File: config.mk
export PLATFORM = sky130hd
export DESIGN_NAME = pw_guard
export DESIGN_NICKNAME = d
export VERILOG_FILES = /design/src/rtl/pw_guard_pkg.sv /design/src/rtl/pw_busy_timer.sv /design/src/rtl/pw_fail_ctr.sv /design/src/rtl/pw_guard.sv
export SDC_FILE = /design/constraint.sdc
export NUM_CORES = 1
export LEC_CHECK = 0
export BUFFER_PORTS_ARGS = -buffer_cell sky130_fd_sc_hd__clkbuf_2
export CAP_MARGIN = 20
export CELL_PAD_IN_SITES_DETAIL_PLACEMENT = 0
export CELL_PAD_IN_SITES_GLOBAL_PLACEMENT = 2
export CORE_ASPECT_RATIO = 1.2
export CORE_MARGIN = 8
export CORE_UTILIZATION = 30
export DETAILED_ROUTE_END_ITERATION = 6
export GPL_ROUTABILITY_DRIVEN = 0
export PLACE_DENSITY_LB_ADDON = 0.1
export SLEW_MARGIN = 20
export SYNTH_ARGS = -nofsm -noshare
export SYNTH_HDL_FRONTEND = slang
export SYNTH_SLANG_ARGS = --single-unit
File: constraint.sdc
create_clock -name clk -period 3.3 [get_ports clk]
set_clock_uncertainty 0.15 [all_clocks]
set_input_delay 0.99 -clock clk [delete_from_list [all_inputs] [get_ports clk]]
set_output_delay 0.99 -clock clk [all_outputs]
set_load 0.05 [all_outputs]
File: src/rtl/pw_guard_pkg.sv
package pw_guard_pkg;
  typedef enum logic [1:0] {
    CMD_PLAIN  = 2'd0,
    CMD_PASSWD = 2'd1,
    CMD_DEVRST = 2'd2,
    CMD_PLAIN2 = 2'd3
  } cmd_kind_e;
endpackage

File: src/rtl/pw_busy_timer.sv
module pw_busy_timer #(
  parameter int BUSY_CYC = 500000
) (
  input  logic clk,
  input  logic mrst_n,
  input  logic start,
  output logic busy_o
);
  localparam int TMR_W = $clog2(BUSY_CYC + 1);

  logic [TMR_W-1:0] cnt_q;

  always_ff @(posedge clk or negedge mrst_n) begin
    if (!mrst_n) begin
      cnt_q <= '0;
    end else if (start) begin
      cnt_q <= TMR_W'(BUSY_CYC);
    end else if (cnt_q != '0) begin
      cnt_q <= cnt_q - TMR_W'(1);
    end
  end

  assign busy_o = (cnt_q != '0);

  // the window only closes after its last counted cycle
  p_window_end_r2: assert property (@(posedge clk) disable iff (!mrst_n)
    $fell(busy_o) |-> $past(cnt_q) == TMR_W'(1));

  // a start always yields a busy cycle next
  p_start_busy_r2: assert property (@(posedge clk) disable iff (!mrst_n)
    start |=> busy_o);
endmodule

File: src/rtl/pw_fail_ctr.sv
module pw_fail_ctr #(
  parameter int CNT_W     = 4,
  parameter int TAMPER_AT = 8
) (
  input  logic             clk,
  input  logic             mrst_n,
  input  logic             inc,
  input  logic             clr,
  output logic [CNT_W-1:0] cnt_o,
  output logic             tamper_o,
  output logic             locked_o
);
  localparam logic [CNT_W-1:0] CNT_TOP = '1;
  localparam logic [CNT_W-1:0] TAMP_PRE = CNT_W'(TAMPER_AT - 1);

  logic [CNT_W-1:0] cnt_q;
  logic             tamper_q;
  logic             locked_q;

  always_ff @(posedge clk or negedge mrst_n) begin
    if (!mrst_n) begin
      cnt_q    <= '0;
      locked_q <= 1'b0;
    end else if (clr) begin
      cnt_q    <= '0;
      locked_q <= 1'b0;
    end else if (inc) begin
      cnt_q <= cnt_q + CNT_W'(1);
      if (cnt_q == CNT_TOP) locked_q <= 1'b1;
    end
  end

  // tamper survives the device reset command; only master reset clears it
  always_ff @(posedge clk or negedge mrst_n) begin
    if (!mrst_n) begin
      tamper_q <= 1'b0;
    end else if (inc && !clr && cnt_q == TAMP_PRE) begin
      tamper_q <= 1'b1;
    end
  end

  assign cnt_o    = cnt_q;
  assign tamper_o = tamper_q;
  assign locked_o = locked_q;

  // tamper flag is sticky
  p_tamper_sticky_r5: assert property (@(posedge clk) disable iff (!mrst_n)
    tamper_q |=> tamper_q);

  // lock is entered exactly when the count wraps to zero
  p_lock_on_wrap_r6: assert property (@(posedge clk) disable iff (!mrst_n)
    $rose(locked_q) |-> cnt_q == '0 && $past(cnt_q) == CNT_TOP);

  // clear empties the counter and the lock
  p_clear_r9: assert property (@(posedge clk) disable iff (!mrst_n)
    clr |=> cnt_q == '0 && !locked_q);
endmodule

File: src/rtl/pw_guard.sv
module pw_guard
  import pw_guard_pkg::*;
#(
  parameter int BUSY_CYC  = 500000,
  parameter int CNT_W     = 4,
  parameter int TAMPER_AT = 8,
  parameter int ID_W      = 40,
  parameter int LOCK_POS  = 32
) (
  input  logic            clk,
  input  logic            mrst_n,
  input  logic            try_vld,
  input  logic            try_match,
  input  logic            dev_reset,
  input  logic [1:0]      cmd_kind,
  output logic            busy,
  output logic            tamper,
  output logic            locked,
  output logic            permit,
  output logic [ID_W-1:0] id_flags
);
  logic             accept;
  logic             fail_inc;
  logic [CNT_W-1:0] fail_cnt;

  // reset-device wins over a simultaneous attempt; busy or locked drop it
  assign accept   = try_vld && !busy && !locked && !dev_reset;
  assign fail_inc = accept && !try_match;

  pw_busy_timer #(.BUSY_CYC(BUSY_CYC)) u_timer (
    .clk    (clk),
    .mrst_n (mrst_n),
    .start  (accept),
    .busy_o (busy)
  );

  pw_fail_ctr #(.CNT_W(CNT_W), .TAMPER_AT(TAMPER_AT)) u_ctr (
    .clk      (clk),
    .mrst_n   (mrst_n),
    .inc      (fail_inc),
    .clr      (dev_reset),
    .cnt_o    (fail_cnt),
    .tamper_o (tamper),
    .locked_o (locked)
  );

  assign permit = !(locked && cmd_kind == CMD_PASSWD);

  always_comb begin
    id_flags           = '0;
    id_flags[LOCK_POS] = locked;
  end

  // strobes during the window change nothing in the counter
  p_ignore_busy_r3: assert property (@(posedge clk) disable iff (!mrst_n)
    busy && try_vld && !dev_reset |=> $stable(fail_cnt));

  // a matching attempt never moves the counter
  p_match_no_count_r4: assert property (@(posedge clk) disable iff (!mrst_n)
    try_vld && try_match && !dev_reset |=> $stable(fail_cnt));

  // password commands are never let through while locked
  p_refuse_locked_r7: assert property (@(posedge clk) disable iff (!mrst_n)
    locked && cmd_kind == 2'd1 |-> !permit);

  // once locked and idle, no window opens
  p_locked_quiet_r8: assert property (@(posedge clk) disable iff (!mrst_n)
    locked && !busy |=> !busy);
endmodule

-- Yosys cells after proc, flatten, opt, wreduce, memory -nomap -nowiden
Cells that the tools add are included.
- reduce and logical (&&, ||, !) cells: 17
- multiply operators: 0
- $lt $le $gt $ge: 0
- shift-type cells: 0
- div/mod/pow operators: 0
- bitwise gates (word level): 0
- add/sub/neg operators: 2
- mux-type cells: 7
- equal/unequal tests: 3
- operators with widths (cell ; number):
    two-way mux 19 bit ; 2
    nonzero test 19 bit ; 1
    subtractor 19 x 1 -> 19 bit, second input constant ; 1
    two-way mux 4 bit ; 2
    logical AND 1 bit ; 7
    nonzero test 2 bit ; 3
    logical NOT 1 bit ; 5
    adder 4 x 1 -> 4 bit, second input constant ; 1
    equality test 4 x 3 -> 1 bit, second input constant ; 1
    equality test 4 bit, second input constant ; 1
    two-way mux 1 bit ; 3
    equality test 2 x 1 -> 1 bit, second input constant ; 1
    AND reduction 2 bit ; 1
- memory bits (read-only): 0
- bits in registers: 25
- memories kept: 0
- output and inout bits: 44
- bits of input ports: 7
- bits in latches: 0
- bits in writable memories: 0

-- Longest topological paths before layout
Gate-level depths: netlist (run 1).
- depth after elaboration: 8
- mapped depth: 7
- depth with buffers taken out: 6

-- Cells and area by module
Synthesis (run 1) repeated with hierarchy kept, for this count alone.
- cell total of the unflattened synthesis: 186
- area, all modules: 1732.9 um^2
- modules (own cells, without submodules) (module ; area each (um^2) ; times used ; cells each):
    pw_busy_timer ; 1112.3 ; 1 ; 119
    pw_guard ; 344.1 ; 1 ; 44
    pw_fail_ctr ; 276.5 ; 1 ; 23

-- Worst setup path after synthesis (run 1)
Ideal clock, no wire load.
- path type: reg2out
- from: reg u_timer.cnt_q[10]
- to: out busy
- cell stages (with the launch flop): 6
- arrival: 1641 ps
- buffers on the path: 1
- setup slack: 519 ps
- required time: 2160 ps
- cells stage by stage: dfrtp_1 > nor4_2 > nand3_1 > clkbuf_1 > nor2_1 > inv_1
- cells in the longest elaborated chain, start to end: 1
- RTL lines (element ; line ; text):
    start, declared ; pw_busy_timer.sv:11 ; logic [TMR_W-1:0] cnt_q;
    start signal, assigned ; pw_busy_timer.sv:17 ; cnt_q <= TMR_W'(BUSY_CYC);
    start signal, assigned ; pw_busy_timer.sv:19 ; cnt_q <= cnt_q - TMR_W'(1);
    nonzero test 19 bit ; pw_busy_timer.sv:23 ; assign busy_o = (cnt_q != '0);
    end, declared ; pw_guard.sv:16 ; output logic busy,
Every way passes these cells.

-- Worst setup path after layout (run 1)
- from: reg u_timer.cnt_q[0]
- to: out busy
Same word-level chain as after synthesis.

==> results.md, run 1 <==
- # rows: 30
- Hold crit path type: reg -> reg
- Initial antenna violation count: 0
- Largest net degree at the start of global routing: 26
- Worst-path fanout max: 4
- Vias after detailed routing: 1220
- Resized cells post-CTS: 0
- Height of the die: just under 100 µm
- Post-route ant nets: 0
- Max Cap Violations: 0
- Clk pin slew, worst setup/hold paths: 0.09 ns
- Unrepaired setup endpoints after global routing: no
- Dpl ws: roughly 0.41 ns
- Slowest-stage cell, CP: dfrtp_1
- Most frequent cells in the layout: conb_1, dfrtp_1, clkbuf_2, o21ai_0
- CTS max path bufs: 2
- Root Buffer: clkbuf_8
- Number of port buffers: 11
- Post-synthesis sequential area ratio: a little under two fifths
- Worst setup SP type: flip-flop
- Die Wd: 84.4 µm
- Avg Inst Size Synth: 9.42 µm²
- First-pass GRT wire length: 6.20 mm
- CTS buffer count: 3
- Leak pwr: approximately 0.8 nW
- Fin nets: between 200 and 250
- Diodes inserted: 0
- Via density: roughly 4.7
- Critical path type: reg -> out
- Status: complete, no violations
- Slew headroom: around 56%
- Worst Path Arrival: between 2 and 2.5 ns
- Synthesized cell area: roughly 1700 µm²
- Final core utilization: around 31%
- Design Area, Final: roughly 1700 µm²
- Post-DP HPWL: about 2.9 mm
- Min Tclk post-route: 3.18 ns
- Max Clock Freq: ~310 MHz
- Commonest non-fill, non-tap cell in the layout: conb_1
- Main flop type after synthesis: dfrtp_1
- Required time worst endpoint: 2.16 ns
- Hold buffers post-CTS: 0
- Initial DRT Pass Iterations: 4
- H-tree levels: 1
- Worst Tran Pin Value: between 0.6 and 0.7 ns
- Crit path top cell by count: inv_1
- Final setup viols: 0
- Die area: 8290 µm²
- Share of post-route cells with drive strength above 1: 15.5%
- Yosys warns: 0
- Worst path max stage delay: 0.42 ns
- Drt first-iter violations: 33
- Netlist cell types: 40
- Residual DRC count: 0
- Crit end category: output port
- GRT Overall Usage: 9.25%
- Area grow syn2layout: 2.67%
- Post CTS Setup Buffer Count: 0
- FF+latch count, synth: 25
- Final Max Tran Viols: 0
- CTS tree: built
- Final WL: 3.83 mm
- Placed cell area: ~1700 µm²
- Peak VDD IR: 0.000130 V
- Final period util: 96.5%
- PwrDens: 355 nW/µm²
- Post-synthesis async set-or-reset flop share: 100%
- Clk_lat worst skew: roughly 0.28 ns
- Drt wl/cell: 14.9 µm
- Clk sinks: 25
- # IOs: 51
- Final Total Pwr: 0.615 mW
- Starting Density: 30.4%
- Core area: 5560 µm²
- Vias in the first global route: 1258
- Overflow after GRT: 0
- Worst-path cell chain: inv_1, ha_1, nor3b_1, nand3_1, nor2_1, inv_1, clkbuf_2
- Post-Syn Instances: 179
- Final Hold Viols: 0
- Number of synthesized flops with an enable pin: 0
- Setup Total Neg Slack: 0 ns
- Final worst slack: between 0.1 and 0.15 ns
per-layer routing:
layer  global-route usage [%]  vias to the layer above  part of all wire (%)
met5                        0                        -                     0
met4                     4.53                        0                   1.8
met3                     1.93                        4                   4.7
met2                     15.8                       39                    49
met1                     10.7                      587                    45
li1                         -                      590                     -
logic make-up after synthesis:
group | share of synthesized area [%]
AND/OR/NAND/NOR | 21.7
buffers and inverters | 19.8
AO/OA/AOI/OAI | 11.2
flip-flops | 37.1
multiplexers | 5.86
XOR/XNOR | 2.60
adder cells (fa/ha/maj) | 1.48
other | 0.222
area by class of cell:
cell class,count,area (µm²)
Fill cell,597,3820
Multi-Input combinational cell,143,870
Sequential cell,25,626
Timing Repair Buffer,16,92.6
Tap cell,64,80.1
Clock buffer,4,45.0
Inverter,5,18.8
where the power goes:
| part | internal (mW) | switching (mW) |
|---|---|---|
| logic | 0.00447 | 0.109 |
| clock network | 0.0867 | 0.109 |
| registers | 0.306 | 0.0000000000000000585 |
| total | 0.397 | 0.217 |
worst paths after layout:
| check | from | to | slack, ns | cells past startpoint |
|---|---|---|---|---|
| min | u_ctr.tamper_o | u_ctr.tamper_o | 0.33 | 2 |
| max reg2reg | u_timer.cnt_q[0] | u_timer.cnt_q[18] | 0.77 | 7 |
| max in group asynchronous | mrst_n | u_timer.cnt_q[15] | 2.00 | 1 |
| max | u_timer.cnt_q[0] | busy | 0.12 | 7 |
| min in group asynchronous | mrst_n | u_ctr.cnt_o[0] | 0.57 | 1 |
| min reg2reg | u_ctr.tamper_o | u_ctr.tamper_o | 0.33 | 2 |
sequential cells by signal, summed over array words and instances, names as in the netlist:
register and flops:
u_ctr.tamper_o 1, u_ctr.locked_o 1, u_timer.cnt_q 19, u_ctr.cnt_o 4
Yosys cell counts (all sizes together) (4+ instances only):
master	n	area, µm²
nand3	5	25.0
or4	5	41.3
dfrtp	25	626
nor3	6	30.0
o21ai	10	50.1
buf	40	300
mux2i	5	50.1
nor2	8	30.0
clkbuf	4	15.0
a21oi	8	40.0
nand2	7	26.3
nor4	5	52.6
inv	5	18.8
mux2	4	48.8
nor3b	5	48.8
nand2b	4	25.0
through the flow:
stage	hold WS [ns]	std cells
final	0.332	257
after global routing	0.354	257
after CTS	0.339	257
after detailed placement	0.317	253
after global placement	0.302	253
after floorplan	0.319	217
critical path, delay by kind of cell, from the launching register on:
kind | cells | cell delay [ns]
buf+inv | 3 | 0.39
flops | 1 | 0.42
simple gates | 3 | 0.74
fa+ha+maj | 1 | 0.20
No activity file was read; power rests on OpenSTA's default activity.
==> inputs of run 2 (changes only) <==
==> constraint.sdc (replaced) <==
create_clock -name clk -period 3.6 [get_ports clk]
set_clock_uncertainty 0.15 [all_clocks]
set_input_delay 1.08 -clock clk [delete_from_list [all_inputs] [get_ports clk]]
set_output_delay 1.08 -clock clk [all_outputs]
set_load 0.05 [all_outputs]
==> run 2 against run 1 <==
Net effect: power shrank 9.1%; sequential cell count is the same; via count grew 0.41%; clock-buffer cell count is the same; critical path type unchanged; largest cell class unchanged; largest power group unchanged.
==> results.md, run 2 (same netlist as run 1, synthesis figures left out) <==
- Status: complete, no violations
- Most frequent cells in the layout: conb_1, dfrtp_1, clkbuf_2, o21ai_0
- Commonest non-fill, non-tap cell in the layout: conb_1
- Max Cap Violations: 0 (unchanged)
- Worst-path fanout max: 4 (unchanged)
- Switching Share: 34.9% (-0.51 points)
- First-pass GRT wire length: 6.64 mm (+7.1%)
- Peak VDD IR: 0.000135 V (+3.3%)
- Diodes inserted: 0 (unchanged)
- Drt first-iter violations: 71 (+120%)
- Flop2flop setup slack: 0.98 ns (+0.21 ns)
- Internal Power: 0.364 mW (-8.4%)
- Die area: 8290 µm² (unchanged)
- CTS buffer count: 3 (unchanged)
- Min Tclk post-route: 3.28 ns
- Required time worst endpoint: 2.37 ns (+0.21 ns)
- GRT Overall Usage: 9.86% (+0.60 points)
- Overflow after GRT: 0 (unchanged)
- Clk_lat worst skew: 0.27 ns (about the same)
- Starting Density: 30.4% (unchanged)
- CTS max path bufs: 2 (unchanged)
- Die Wd: 84.4 µm (unchanged)
- Crit end category: output port
- Worst Tran Pin Value: 0.656 ns (-0.00355 ns)
- Initial DRT Pass Iterations: 4 (unchanged)
- Placed Cells: 251 (-0.79%)
- RR Endpoint: u_ctr.cnt_o[1]
- Drt wl/cell: 15.1 µm (+1.5%)
- Most flop-heavy register: u_timer.cnt_q
- Worst setup SP type: flip-flop
- Post-DP HPWL: 2.93 mm (-0.50%)
- Clk sinks: 25 (unchanged)
- Max reg flops: 19 (unchanged)
- R2R Path Start: u_timer.cnt_q[0]
- Setup Total Neg Slack: 0 ns (unchanged)
- Finished Layout Cells: 255 (-0.78%)
- Final WL: 3.85 mm (+0.76%)
- Design Area, Final: 1720 µm² (-0.58%)
- H-tree levels: 1 (unchanged)
- Largest net degree at the start of global routing: 26 (unchanged)
- # rows: 30 (unchanged)
- Final setup viols: 0 (unchanged)
- Residual DRC count: 0 (unchanged)
- Fin nets: 201 (-0.99%)
- Core area: 5560 µm² (unchanged)
- PwrDens: 325 nW/µm² (-8.5%)
- Hold EP: u_ctr.tamper_o
- Leak pwr: 0.794 nW (-0.77%)
- Critical path type: reg -> out
- Share of post-route cells with drive strength above 1: 15.2% (-0.36 points)
- CTS tree: built
- Unrepaired setup endpoints after global routing: no
- Max Clock Freq: 305 MHz
- Logic pwr share: 18.6% (+0.2 points)
- Clk pin slew, worst setup/hold paths: 0.09 ns (about the same)
- Area grow syn2layout: 2.08%
- Net Sw Power: 0.195 mW (-10%)
- Number of port buffers: 11 (unchanged)
- Post CTS Setup Buffer Count: 0 (unchanged)
- Post-route ant nets: 0 (unchanged)
- # IOs: 51 (unchanged)
- Vias after detailed routing: 1225 (+0.41%)
- R2R depth: 6 (-1)
- Root Buffer: clkbuf_8
- Startpoint of the worst hold path: u_ctr.tamper_o
- Initial antenna violation count: 0 (unchanged)
- Placed cell area: 1670 µm² (-0.89%)
- Clk pwr share: 31.2% (-0.6 points)
- Hold crit path type: reg -> reg
- Vias in the first global route: 1328 (+5.6%)
- Seq pwr share: 50.2% (+0.4 points)
- Final Max Tran Viols: 0 (unchanged)
- Final period util: 91.2%
- Worst Path Arrival: 2.05 ns (about the same)
- Final Hold Viols: 0 (unchanged)
- Via density: 4.80 (+1.2%)
- Worst hold stages: 2 (unchanged)
- Hold buffers post-CTS: 0 (unchanged)
- Height of the die: 98.1 µm (unchanged)
- Slew headroom: 56.2% (+0.24 points)
-- run 2: changes by cell type in the layout (fill, tap and decap cells not counted), sizes merged --
cell	previous run	this run
buf	5	3
-- run 2: power groups by stage --
stage | sequential, mW | combinational [mW] | clock, mW
2_1_floorplan | 0.286 | 0.125 | 0
3_3_place_gp | 0.286 | 0.102 | 0
3_5_place_dp | 0.286 | 0.103 | 0
4_1_cts | 0.281 | 0.103 | 0.182
5_1_grt | 0.281 | 0.109 | 0.190
6_report | 0.281 | 0.104 | 0.175
-- run 2: final cells by class --
type	count	area, µm²
fill	601	3830
inverter	5	18.8
sequential	25	626
multi-input combinational	143	875
tap	64	80.1
timing repair buffer	14	77.6
clock buffer	4	45.0
-- run 2: through the flow --
step	hold WS (ns)	setup WS (ns)	total power, mW	utilization (%)
after floorplan	0.319	0.729	0.411	-
after global placement	0.303	0.339	0.389	30.1
after detailed placement	0.297	0.369	0.389	30.1
after CTS	0.323	0.0334	0.565	30.9
after global routing	0.354	0.0792	0.580	31.0
final	0.315	0.318	0.559	31.0
-- run 2: worst max-delay path, stage by stage, from the launching register on --
cell and delay (ns):
dfrtp_1 0.41, inv_1 0.10, ha_1 0.19, nor3b_2 0.30, nand3_1 0.22, nor2_1 0.25
inv_1 0.06, clkbuf_2 0.24
-- run 2: timing repair --
item,in CTS,in global routing
resized for setup,0,1
setup endpoints to repair,0,1
endpoints found under the hold margin,0,0
-- run 2: worst max-delay path by stage --
stage / depth (start not counted) / endpoint / from / slack [ns]
2_1_floorplan: 5 / busy / u_timer.cnt_q[10] / 0.73
3_3_place_gp: 7 / busy / u_timer.cnt_q[0] / 0.34
3_5_place_dp: 7 / busy / u_timer.cnt_q[0] / 0.37
4_1_cts: 7 / busy / u_timer.cnt_q[0] / 0.03
5_1_grt: 7 / busy / u_timer.cnt_q[0] / 0.08
6_report: 7 / busy / u_timer.cnt_q[0] / 0.32
-- run 2: layer usage --
metal	routed length [µm]	vias to the layer above	global-route usage (%)
li1	-	582	-
met1	1670	600	11.1
met2	1930	39	17.3
met3	193	4	1.93
met4	63	0	4.53
met5	0	-	0
